`src/rtl/fcmov_pkg.sv`:
```
package fcmov_pkg;
   localparam logic [7:0] OPC_TRUE_SENSE = 8'hDA;
   localparam logic [7:0] OPC_INV_SENSE  = 8'hDB;

   typedef enum logic [1:0] {
      FLT_NONE = 2'd0,
      FLT_UD   = 2'd1,
      FLT_NM   = 2'd2,
      FLT_IS   = 2'd3
   } fault_e;

   typedef enum logic [1:0] {
      CC_BELOW = 2'd0,
      CC_EQUAL = 2'd1,
      CC_BE    = 2'd2,
      CC_UNORD = 2'd3
   } cond_e;

   typedef struct packed {
      logic       hit;
      logic       invert;
      cond_e      cond;
      logic [2:0] src_rel;
   } dec_s;
endpackage

```
`src/rtl/fcmov_decode.sv`:
```
module fcmov_decode
   import fcmov_pkg::*;
(
   input  logic [7:0] b0_i,
   input  logic [7:0] b1_i,
   output dec_s       dec_o
);
   logic b0_ok;
   logic b1_ok;

   always_comb begin
      b0_ok            = (b0_i == OPC_TRUE_SENSE) || (b0_i == OPC_INV_SENSE);
      b1_ok            = (b1_i[7:6] == 2'b11) && !b1_i[5];
      dec_o.hit        = b0_ok && b1_ok;
      dec_o.invert     = (b0_i == OPC_INV_SENSE);
      dec_o.cond       = cond_e'(b1_i[4:3]);
      dec_o.src_rel    = b1_i[2:0];
   end
endmodule

```
`src/rtl/fcmov_cond.sv`:
```
module fcmov_cond
   import fcmov_pkg::*;
#(
   parameter int EVAL_STYLE = 0
) (
   input  cond_e cond_i,
   input  logic  invert_i,
   input  logic  cf_i,
   input  logic  zf_i,
   input  logic  pf_i,
   output logic  take_o
);
   logic raw;

   generate
      if (EVAL_STYLE == 0) begin : g_mux
         always_comb begin
            case (cond_i)
               CC_BELOW: raw = cf_i;
               CC_EQUAL: raw = zf_i;
               CC_BE:    raw = cf_i | zf_i;
               default:  raw = pf_i;
            endcase
         end
      end else begin : g_sop
         assign raw = ((cond_i == CC_BELOW) & cf_i)
                    | ((cond_i == CC_EQUAL) & zf_i)
                    | ((cond_i == CC_BE)    & (cf_i | zf_i))
                    | ((cond_i == CC_UNORD) & pf_i);
      end
   endgenerate

   assign take_o = raw ^ invert_i;
endmodule

```
`src/rtl/fcmov_stack_rf.sv`:
```
module fcmov_stack_rf #(
   parameter  int DATA_W = 80,
   parameter  int DEPTH  = 8,
   localparam int IDX_W  = $clog2(DEPTH)
) (
   input  logic              clk,
   input  logic              rst_n,
   input  logic              ext_we_i,
   input  logic [IDX_W-1:0]  ext_idx_i,
   input  logic [DATA_W-1:0] ext_data_i,
   input  logic              ext_tag_i,
   input  logic              top_we_i,
   input  logic [IDX_W-1:0]  top_val_i,
   input  logic              mv_we_i,
   input  logic [IDX_W-1:0]  src_rel_i,
   input  logic [IDX_W-1:0]  rd_idx_i,
   output logic [IDX_W-1:0]  top_o,
   output logic              st0_tag_o,
   output logic [DATA_W-1:0] st0_data_o,
   output logic              sti_tag_o,
   output logic [DATA_W-1:0] sti_data_o,
   output logic [DATA_W-1:0] rd_data_o,
   output logic              rd_tag_o
);
   logic [DATA_W-1:0] ent_data [DEPTH];
   logic [DEPTH-1:0]  ent_tag;
   logic [IDX_W-1:0]  top_q;
   logic [IDX_W-1:0]  src_phys;

   assign src_phys = top_q + src_rel_i;

   always_ff @(posedge clk or negedge rst_n) begin
      if (!rst_n)        top_q <= '0;
      else if (top_we_i) top_q <= top_val_i;
   end

   generate
      for (genvar e = 0; e < DEPTH; e++) begin : g_ent
         logic              hit_mv;
         logic              hit_ext;
         logic [DATA_W-1:0] val_q;
         logic              vld_q;

         assign hit_mv  = mv_we_i  && (top_q == IDX_W'(e));
         assign hit_ext = ext_we_i && (ext_idx_i == IDX_W'(e));

         always_ff @(posedge clk or negedge rst_n) begin
            if (!rst_n) begin
               val_q <= '0;
               vld_q <= 1'b0;
            end else if (hit_mv) begin
               val_q <= sti_data_o;
               vld_q <= 1'b1;
            end else if (hit_ext) begin
               val_q <= ext_data_i;
               vld_q <= ext_tag_i;
            end
         end

         assign ent_data[e] = val_q;
         assign ent_tag[e]  = vld_q;
      end
   endgenerate

   assign top_o      = top_q;
   assign st0_data_o = ent_data[top_q];
   assign st0_tag_o  = ent_tag[top_q];
   assign sti_data_o = ent_data[src_phys];
   assign sti_tag_o  = ent_tag[src_phys];
   assign rd_data_o  = ent_data[rd_idx_i];
   assign rd_tag_o   = ent_tag[rd_idx_i];

   // a move lands the source value in ST(0) with a valid tag
   assert_move_lands_R11: assert property (@(posedge clk) disable iff (!rst_n)
      mv_we_i && !top_we_i |=> st0_tag_o && (st0_data_o == $past(sti_data_o)));

   // ST(0) holds when nothing writes the stack
   assert_st0_hold_R4: assert property (@(posedge clk) disable iff (!rst_n)
      !mv_we_i && !ext_we_i && !top_we_i |=> $stable(st0_data_o) && $stable(st0_tag_o));

   // only the TOP write port moves TOP
   assert_top_hold_R5: assert property (@(posedge clk) disable iff (!rst_n)
      !top_we_i |=> $stable(top_o));
endmodule

```
`src/rtl/fcmov_unit.sv`:
```
module fcmov_unit
   import fcmov_pkg::*;
#(
   parameter  int DATA_W      = 80,
   parameter  int STACK_DEPTH = 8,
   parameter  int EVAL_STYLE  = 0,
   localparam int IDX_W       = $clog2(STACK_DEPTH)
) (
   input  logic              clk,
   input  logic              rst_n,
   input  logic              issue_i,
   input  logic [7:0]        op_b0_i,
   input  logic [7:0]        op_b1_i,
   input  logic              lock_i,
   input  logic              flag_cf_i,
   input  logic              flag_zf_i,
   input  logic              flag_pf_i,
   input  logic              cr_em_i,
   input  logic              cr_ts_i,
   input  logic              ld_we_i,
   input  logic [IDX_W-1:0]  ld_idx_i,
   input  logic [DATA_W-1:0] ld_data_i,
   input  logic              ld_tag_i,
   input  logic              top_we_i,
   input  logic [IDX_W-1:0]  top_val_i,
   input  logic [IDX_W-1:0]  rd_idx_i,
   output logic [DATA_W-1:0] rd_data_o,
   output logic              rd_tag_o,
   output logic [IDX_W-1:0]  top_o,
   output logic              done_o,
   output logic              moved_o,
   output logic              not_mine_o,
   output logic              fault_vld_o,
   output logic [1:0]        fault_code_o,
   output logic              c1_clear_o
);
   generate
      if (STACK_DEPTH != 8) begin : g_bad_depth
         $error("STACK_DEPTH must be 8: the opcode index field is 3 bits");
      end
      if (DATA_W < 1) begin : g_bad_width
         $error("DATA_W must be positive");
      end
      if (EVAL_STYLE < 0 || EVAL_STYLE > 1) begin : g_bad_style
         $error("EVAL_STYLE must be 0 or 1");
      end
   endgenerate

   dec_s              dec;
   logic              take;
   logic              st0_tag;
   logic              sti_tag;
   logic [DATA_W-1:0] st0_data;
   logic [DATA_W-1:0] sti_data;
   logic              ours;
   logic              foreign;
   logic              underflow;
   fault_e            flt;
   logic              mv_we;

   fcmov_decode u_dec (
      .b0_i  (op_b0_i),
      .b1_i  (op_b1_i),
      .dec_o (dec)
   );

   fcmov_cond #(.EVAL_STYLE(EVAL_STYLE)) u_cond (
      .cond_i   (dec.cond),
      .invert_i (dec.invert),
      .cf_i     (flag_cf_i),
      .zf_i     (flag_zf_i),
      .pf_i     (flag_pf_i),
      .take_o   (take)
   );

   fcmov_stack_rf #(.DATA_W(DATA_W), .DEPTH(STACK_DEPTH)) u_rf (
      .clk        (clk),
      .rst_n      (rst_n),
      .ext_we_i   (ld_we_i),
      .ext_idx_i  (ld_idx_i),
      .ext_data_i (ld_data_i),
      .ext_tag_i  (ld_tag_i),
      .top_we_i   (top_we_i),
      .top_val_i  (top_val_i),
      .mv_we_i    (mv_we),
      .src_rel_i  (dec.src_rel[IDX_W-1:0]),
      .rd_idx_i   (rd_idx_i),
      .top_o      (top_o),
      .st0_tag_o  (st0_tag),
      .st0_data_o (st0_data),
      .sti_tag_o  (sti_tag),
      .sti_data_o (sti_data),
      .rd_data_o  (rd_data_o),
      .rd_tag_o   (rd_tag_o)
   );

   // fixed fault order: invalid opcode, device not available, underflow
   always_comb begin
      ours      = issue_i && dec.hit;
      foreign   = issue_i && !dec.hit;
      underflow = !st0_tag || !sti_tag;
      if (!ours)                  flt = FLT_NONE;
      else if (lock_i)            flt = FLT_UD;
      else if (cr_em_i || cr_ts_i) flt = FLT_NM;
      else if (underflow)         flt = FLT_IS;
      else                        flt = FLT_NONE;
      mv_we = ours && (flt == FLT_NONE) && take;
   end

   logic       done_q, moved_q, nm_q, fv_q, c1_q;
   logic [1:0] fc_q;

   always_ff @(posedge clk or negedge rst_n) begin
      if (!rst_n) begin
         done_q  <= 1'b0;
         moved_q <= 1'b0;
         nm_q    <= 1'b0;
         fv_q    <= 1'b0;
         fc_q    <= FLT_NONE;
         c1_q    <= 1'b0;
      end else begin
         done_q  <= issue_i;
         moved_q <= mv_we;
         nm_q    <= foreign;
         fv_q    <= (flt != FLT_NONE);
         fc_q    <= flt;
         c1_q    <= (flt == FLT_IS);
      end
   end

   assign done_o       = done_q;
   assign moved_o      = moved_q;
   assign not_mine_o   = nm_q;
   assign fault_vld_o  = fv_q;
   assign fault_code_o = fc_q;
   assign c1_clear_o   = c1_q;

   // lock on a recognised opcode wins over every other fault
   assert_lock_first_R6: assert property (@(posedge clk) disable iff (!rst_n)
      issue_i && dec.hit && lock_i |=> fault_vld_o && (fault_code_o == FLT_UD) && !moved_o);

   // control bits fault next when no lock
   assert_dev_second_R7: assert property (@(posedge clk) disable iff (!rst_n)
      issue_i && dec.hit && !lock_i && (cr_em_i || cr_ts_i)
      |=> fault_vld_o && (fault_code_o == FLT_NM) && !moved_o);

   // C1 clear only with the underflow fault, never with a move
   assert_c1_underflow_R8: assert property (@(posedge clk) disable iff (!rst_n)
      c1_clear_o |-> fault_vld_o && (fault_code_o == FLT_IS) && !moved_o);

   // a reported fault carries a nonzero code and suppresses the move
   assert_fault_excl_R9: assert property (@(posedge clk) disable iff (!rst_n)
      fault_vld_o |-> (fault_code_o != FLT_NONE) && !moved_o && !not_mine_o);

   // a foreign issue neither moves nor faults
   assert_foreign_inert_R10: assert property (@(posedge clk) disable iff (!rst_n)
      not_mine_o |-> done_o && !moved_o && !fault_vld_o && !c1_clear_o);

   // every issue completes on the next cycle
   assert_done_next_R11: assert property (@(posedge clk) disable iff (!rst_n)
      issue_i |=> done_o);
endmodule

```
`config.mk`:
```
export PLATFORM = sky130hd
export DESIGN_NAME = fcmov_unit
export DESIGN_NICKNAME = d
export VERILOG_FILES = /design/src/rtl/fcmov_pkg.sv /design/src/rtl/fcmov_decode.sv /design/src/rtl/fcmov_cond.sv /design/src/rtl/fcmov_stack_rf.sv /design/src/rtl/fcmov_unit.sv
export SDC_FILE = /design/constraint.sdc
export NUM_CORES = 2
export LEC_CHECK = 0
export BUFFER_PORTS_ARGS = -buffer_cell sky130_fd_sc_hd__buf_4
export CAP_MARGIN = 20
export CORE_AREA = 5 5 258 260
export CTS_BUF_LIST = sky130_fd_sc_hd__clkbuf_16
export DETAILED_ROUTE_END_ITERATION = 16
export DIE_AREA = 0 0 263 265
export HOLD_SLACK_MARGIN = 0.02
export PLACE_DENSITY = 0.83
export SYNTH_ARGS = -nofsm -noshare
export SYNTH_HDL_FRONTEND = slang
export SYNTH_SLANG_ARGS = --single-unit
```
`constraint.sdc`:
```
create_clock -name clk -period 4.6 [get_ports clk]
set_input_delay 0.46 -clock clk [delete_from_list [all_inputs] [get_ports clk]]
set_output_delay 0.46 -clock clk [all_outputs]
set_load 0.01 [all_outputs]
```
==> flow_metrics.tcl <==
set metrics [dict create \
    antenna_found_initial 11 \
    drive_above_1_share 0.1695 \
    cp_slowest_cell "buf_4" \
    place_ws_ns 0.7210 \
    grt_util_all_layers 0.3361 \
    synth_area_per_cell_um2 11.13 \
    synth_nets 3806 \
    fin_crit_ns 4.047 \
    layout.nets 3774 \
    ioPinCount 208 \
    worstMarginPinSlew_ns 1.098 \
    clock-sinks 658 \
    p_clk_frac 0.288 \
    path_delay_family "buffers and inverters" \
    cts_resized 0 \
    synth_common_cells "mux2i_1 (1289), dfrtp_1 (658), nand2_1 (651), nand3_1 (323), clkbuf_1 (191)" \
    initialDrtViolationCount 3699 \
    endpoint_kind "register" \
    hold_viol 0 \
    root_buffer "clkbuf_16" \
    post-route-drc-count 0 \
    syn_to_final_growth_pct 9.782 \
    p_comb_frac 0.310 \
    path_clk_slew_ns 0.06 \
    cp_max_fo 65 \
    criticalPathCategory "reg -> reg" \
    slowest_delay_ns 0.68 \
    crit_arrival_ns 4.57 \
    cts_buffers 73 \
    cp_common_cell "buf_4" \
    maxSlewViolCount 0 \
    finClkSkew_ns 0.02174 \
    netSwitchingFraction 0.3514 \
    synthFlopType "dfrtp_1" \
    crit_path_cell_trace "ha_1, fa_1, xor3_4, buf_4, buf_4, nand2_1, nand3_1, nand4_1, mux2i_1" \
    yosysMostFrequentCell "mux2i_1" \
    yosysTopAreaCellShare 0.4013 \
    grt_start_max_net_pins 181 \
    grt_pass1_wl_um 187500 \
    synth_area_leaders "dfrtp_1 (40%), mux2i_1 (31%), mux4_2 (9.1%)" \
    fmax_ghz 0.2471 \
    viasPerCell 6.892 \
    setup_viol 0 \
    p_leak_uw 0.02433 \
    power_frac_seq 0.402 \
    die_y_um 265 \
    finalSetupTns_ns 0 \
    ant_nets 0 \
    ys_types 34 \
    p_int_uw 13130 \
    power_density_nw_per_um2 449.3 \
    ir_worst_vdd_mv 0.3591 \
    max-slew-margin-rel 0.2679 \
    yosysWarnings 0 \
    rsz0062_at_grt "false" \
    grt_pass1_vias 32307 \
    async_flop_share 1.000 \
    syn_inst 3687 \
    dp_hpwl_um 63260 \
    path_buf_inv 2 \
    synth-seq-cells 658 \
    hold_class "in -> reg" \
    place_congestion 0.8083 \
    status "finished, final reports clean" \
    vias 31498 \
    clock_tree.buffer_depth 3 \
    required_ns 5.12 \
    port_buffers 207 \
    start_util 0.6423 \
    clk_latency_ns 0.63 \
    cts_tree "yes" \
    yosysSeqAreaShare 0.4013 \
    fp.dieArea_um2 69700 \
    coreArea_um2 63880 \
    yosysTopAreaCell "dfrtp_1" \
    wl_um 119700 \
    setup_ws_ns 0.5528 \
    start_kind "register" \
    synth_edf_count 0 \
    netlist_area_um2 41030 \
    fin_crit_sh 0.8798 \
    power_switching_uw 7112 \
    max_cap_violations 0 \
    core.rowCount 93 \
    firstDrtPassIters 8 \
    grt-ovfl-total 0 \
    h-tree-depth 3 \
    routedWlPerCell_um 26.18 \
    die_x_um 263 \
]
## area by class of cell
| type | count | area (um^2) |
|---|---|---|
| multi-input combinational | 2647 | 22670 |
| fill | 4524 | 18840 |
| sequential | 658 | 16470 |
| timing repair buffer | 272 | 2496 |
| clock buffer | 79 | 1977 |
| tap | 855 | 1070 |
| clock inverter | 52 | 350.3 |
| inverter | 3 | 11.26 |
| antenna | 4 | 10.01 |
## cell families after synthesis
group / synth area share
muxes: 0.4289
and+or+nand+nor: 0.1184
DFF: 0.4013
buffers and inverters: 0.04821
AOI/OAI and AO/OA: 0.001311
xor gates and xnor gates: 0.001128
adders and majority gates: 0.0007928
## registers in the layout (all words and copies together) (netlist names)
name              flops
c1_clear_o            1
done_o                1
fault_code_o          2
fault_vld_o           1
moved_o               1
not_mine_o            1
u_rf.g_ent.val_q    640
u_rf.g_ent.vld_q      8
u_rf.top_o            3
## per-layer routing
| layer | vias to the layer above | track usage | share of wire |
|---|---|---|---|
| met5 | - | 0 | 0.00077 |
| met4 | 14 | 0.1327 | 0.035 |
| met3 | 353 | 0.06627 | 0.10 |
| met2 | 1932 | 0.5241 | 0.47 |
| met1 | 15977 | 0.4715 | 0.40 |
| li1 | 13222 | - | - |
## power by group through the flow
stage | logic [uW] | registers (uW) | clock network [uW]
floorplan | 4430 | 7820 | 0
global route | 6850 | 8270 | 6100
global placement | 5940 | 8090 | 0
finish | 6280 | 8140 | 5820
detailed placement | 6170 | 8140 | 0
CTS | 6230 | 8070 | 5850
## final timing paths
| kind | end | start | slack [ns] | cells past startpoint |
|---|---|---|---|---|
| worst min-delay path | u_rf.top_o[2]$_DFFE_PN0P_ | top_val_i[2] | 0.06 | 2 |
| max in group asynchronous | u_rf.g_ent[2].val_q[41]$_DFFE_PN0P_ | rst_n | 2.90 | 3 |
| worst min register to register | u_rf.g_ent[7].vld_q$_DFFE_PN0P_ | u_rf.g_ent[7].vld_q$_DFFE_PN0P_ | 0.55 | 2 |
| worst max register to register | u_rf.g_ent[2].val_q[18]$_DFFE_PN0P_ | u_rf.top_o[0]$_DFFE_PN0P_ | 0.55 | 9 |
| min in group asynchronous | u_rf.g_ent[0].val_q[11]$_DFFE_PN0P_ | rst_n | 0.50 | 2 |
| worst max-delay path | u_rf.g_ent[2].val_q[18]$_DFFE_PN0P_ | u_rf.top_o[0]$_DFFE_PN0P_ | 0.55 | 9 |
## repair_timing
| item | CTS | global route |
|---|---|---|
| endpoints found under the hold margin | 99 | 0 |
| hold buffers | 3 | 0 |
| setup buffers | 0 | 0 |
## cells in the final DEF (no fill, tap or decap), types with 2 or more instances in the layout
cell | netlist | routed
mux2i_1 | 1289 | 1289
dfrtp_1 | 658 | 658
nand2_1 | 651 | 651
nand3_1 | 323 | 321
buf_4 | 8 | 232
mux4_2 | 166 | 166
mux2_2 | 85 | 85
nand4_1 | 84 | 84
clkbuf_16 | 0 | 79
buf_12 | 0 | 34
clkinv_1 | 0 | 20
inv_1 | 3 | 19
nand4b_1 | 9 | 9
clkinv_2 | 0 | 8
nor2_1 | 7 | 6
bufinv_16 | 0 | 5
diode_2 | 0 | 4
nor2b_1 | 6 | 4
nor3_2 | 1 | 3
nand2b_1 | 3 | 3
dlygate4sd3_1 | 0 | 3
nor3_1 | 4 | 2
a21oi_1 | 2 | 2
and3b_1 | 2 | 2
and4b_1 | 2 | 2
nor2b_4 | 0 | 2
nor3b_2 | 0 | 2
nand3_4 | 0 | 2
buf_8 | 0 | 2
## metrics by stage
stage          utilization  power, uW  hold slack, ns  cells  cell area, um^2
2_1_floorplan            -      12240          0.1644   3687            41030
3_3_place_gp        0.6681      14030          0.5284   4432            42680
3_5_place_dp        0.6681      14310          0.5381   4432            42680
4_1_cts             0.7050      20150         0.04617   4566            45040
5_1_grt             0.7051      21220         0.05807   4569            45040
6_report            0.7051      20240         0.06123   4570            45050
No activity file was read; power rests on OpenSTA's default activity.
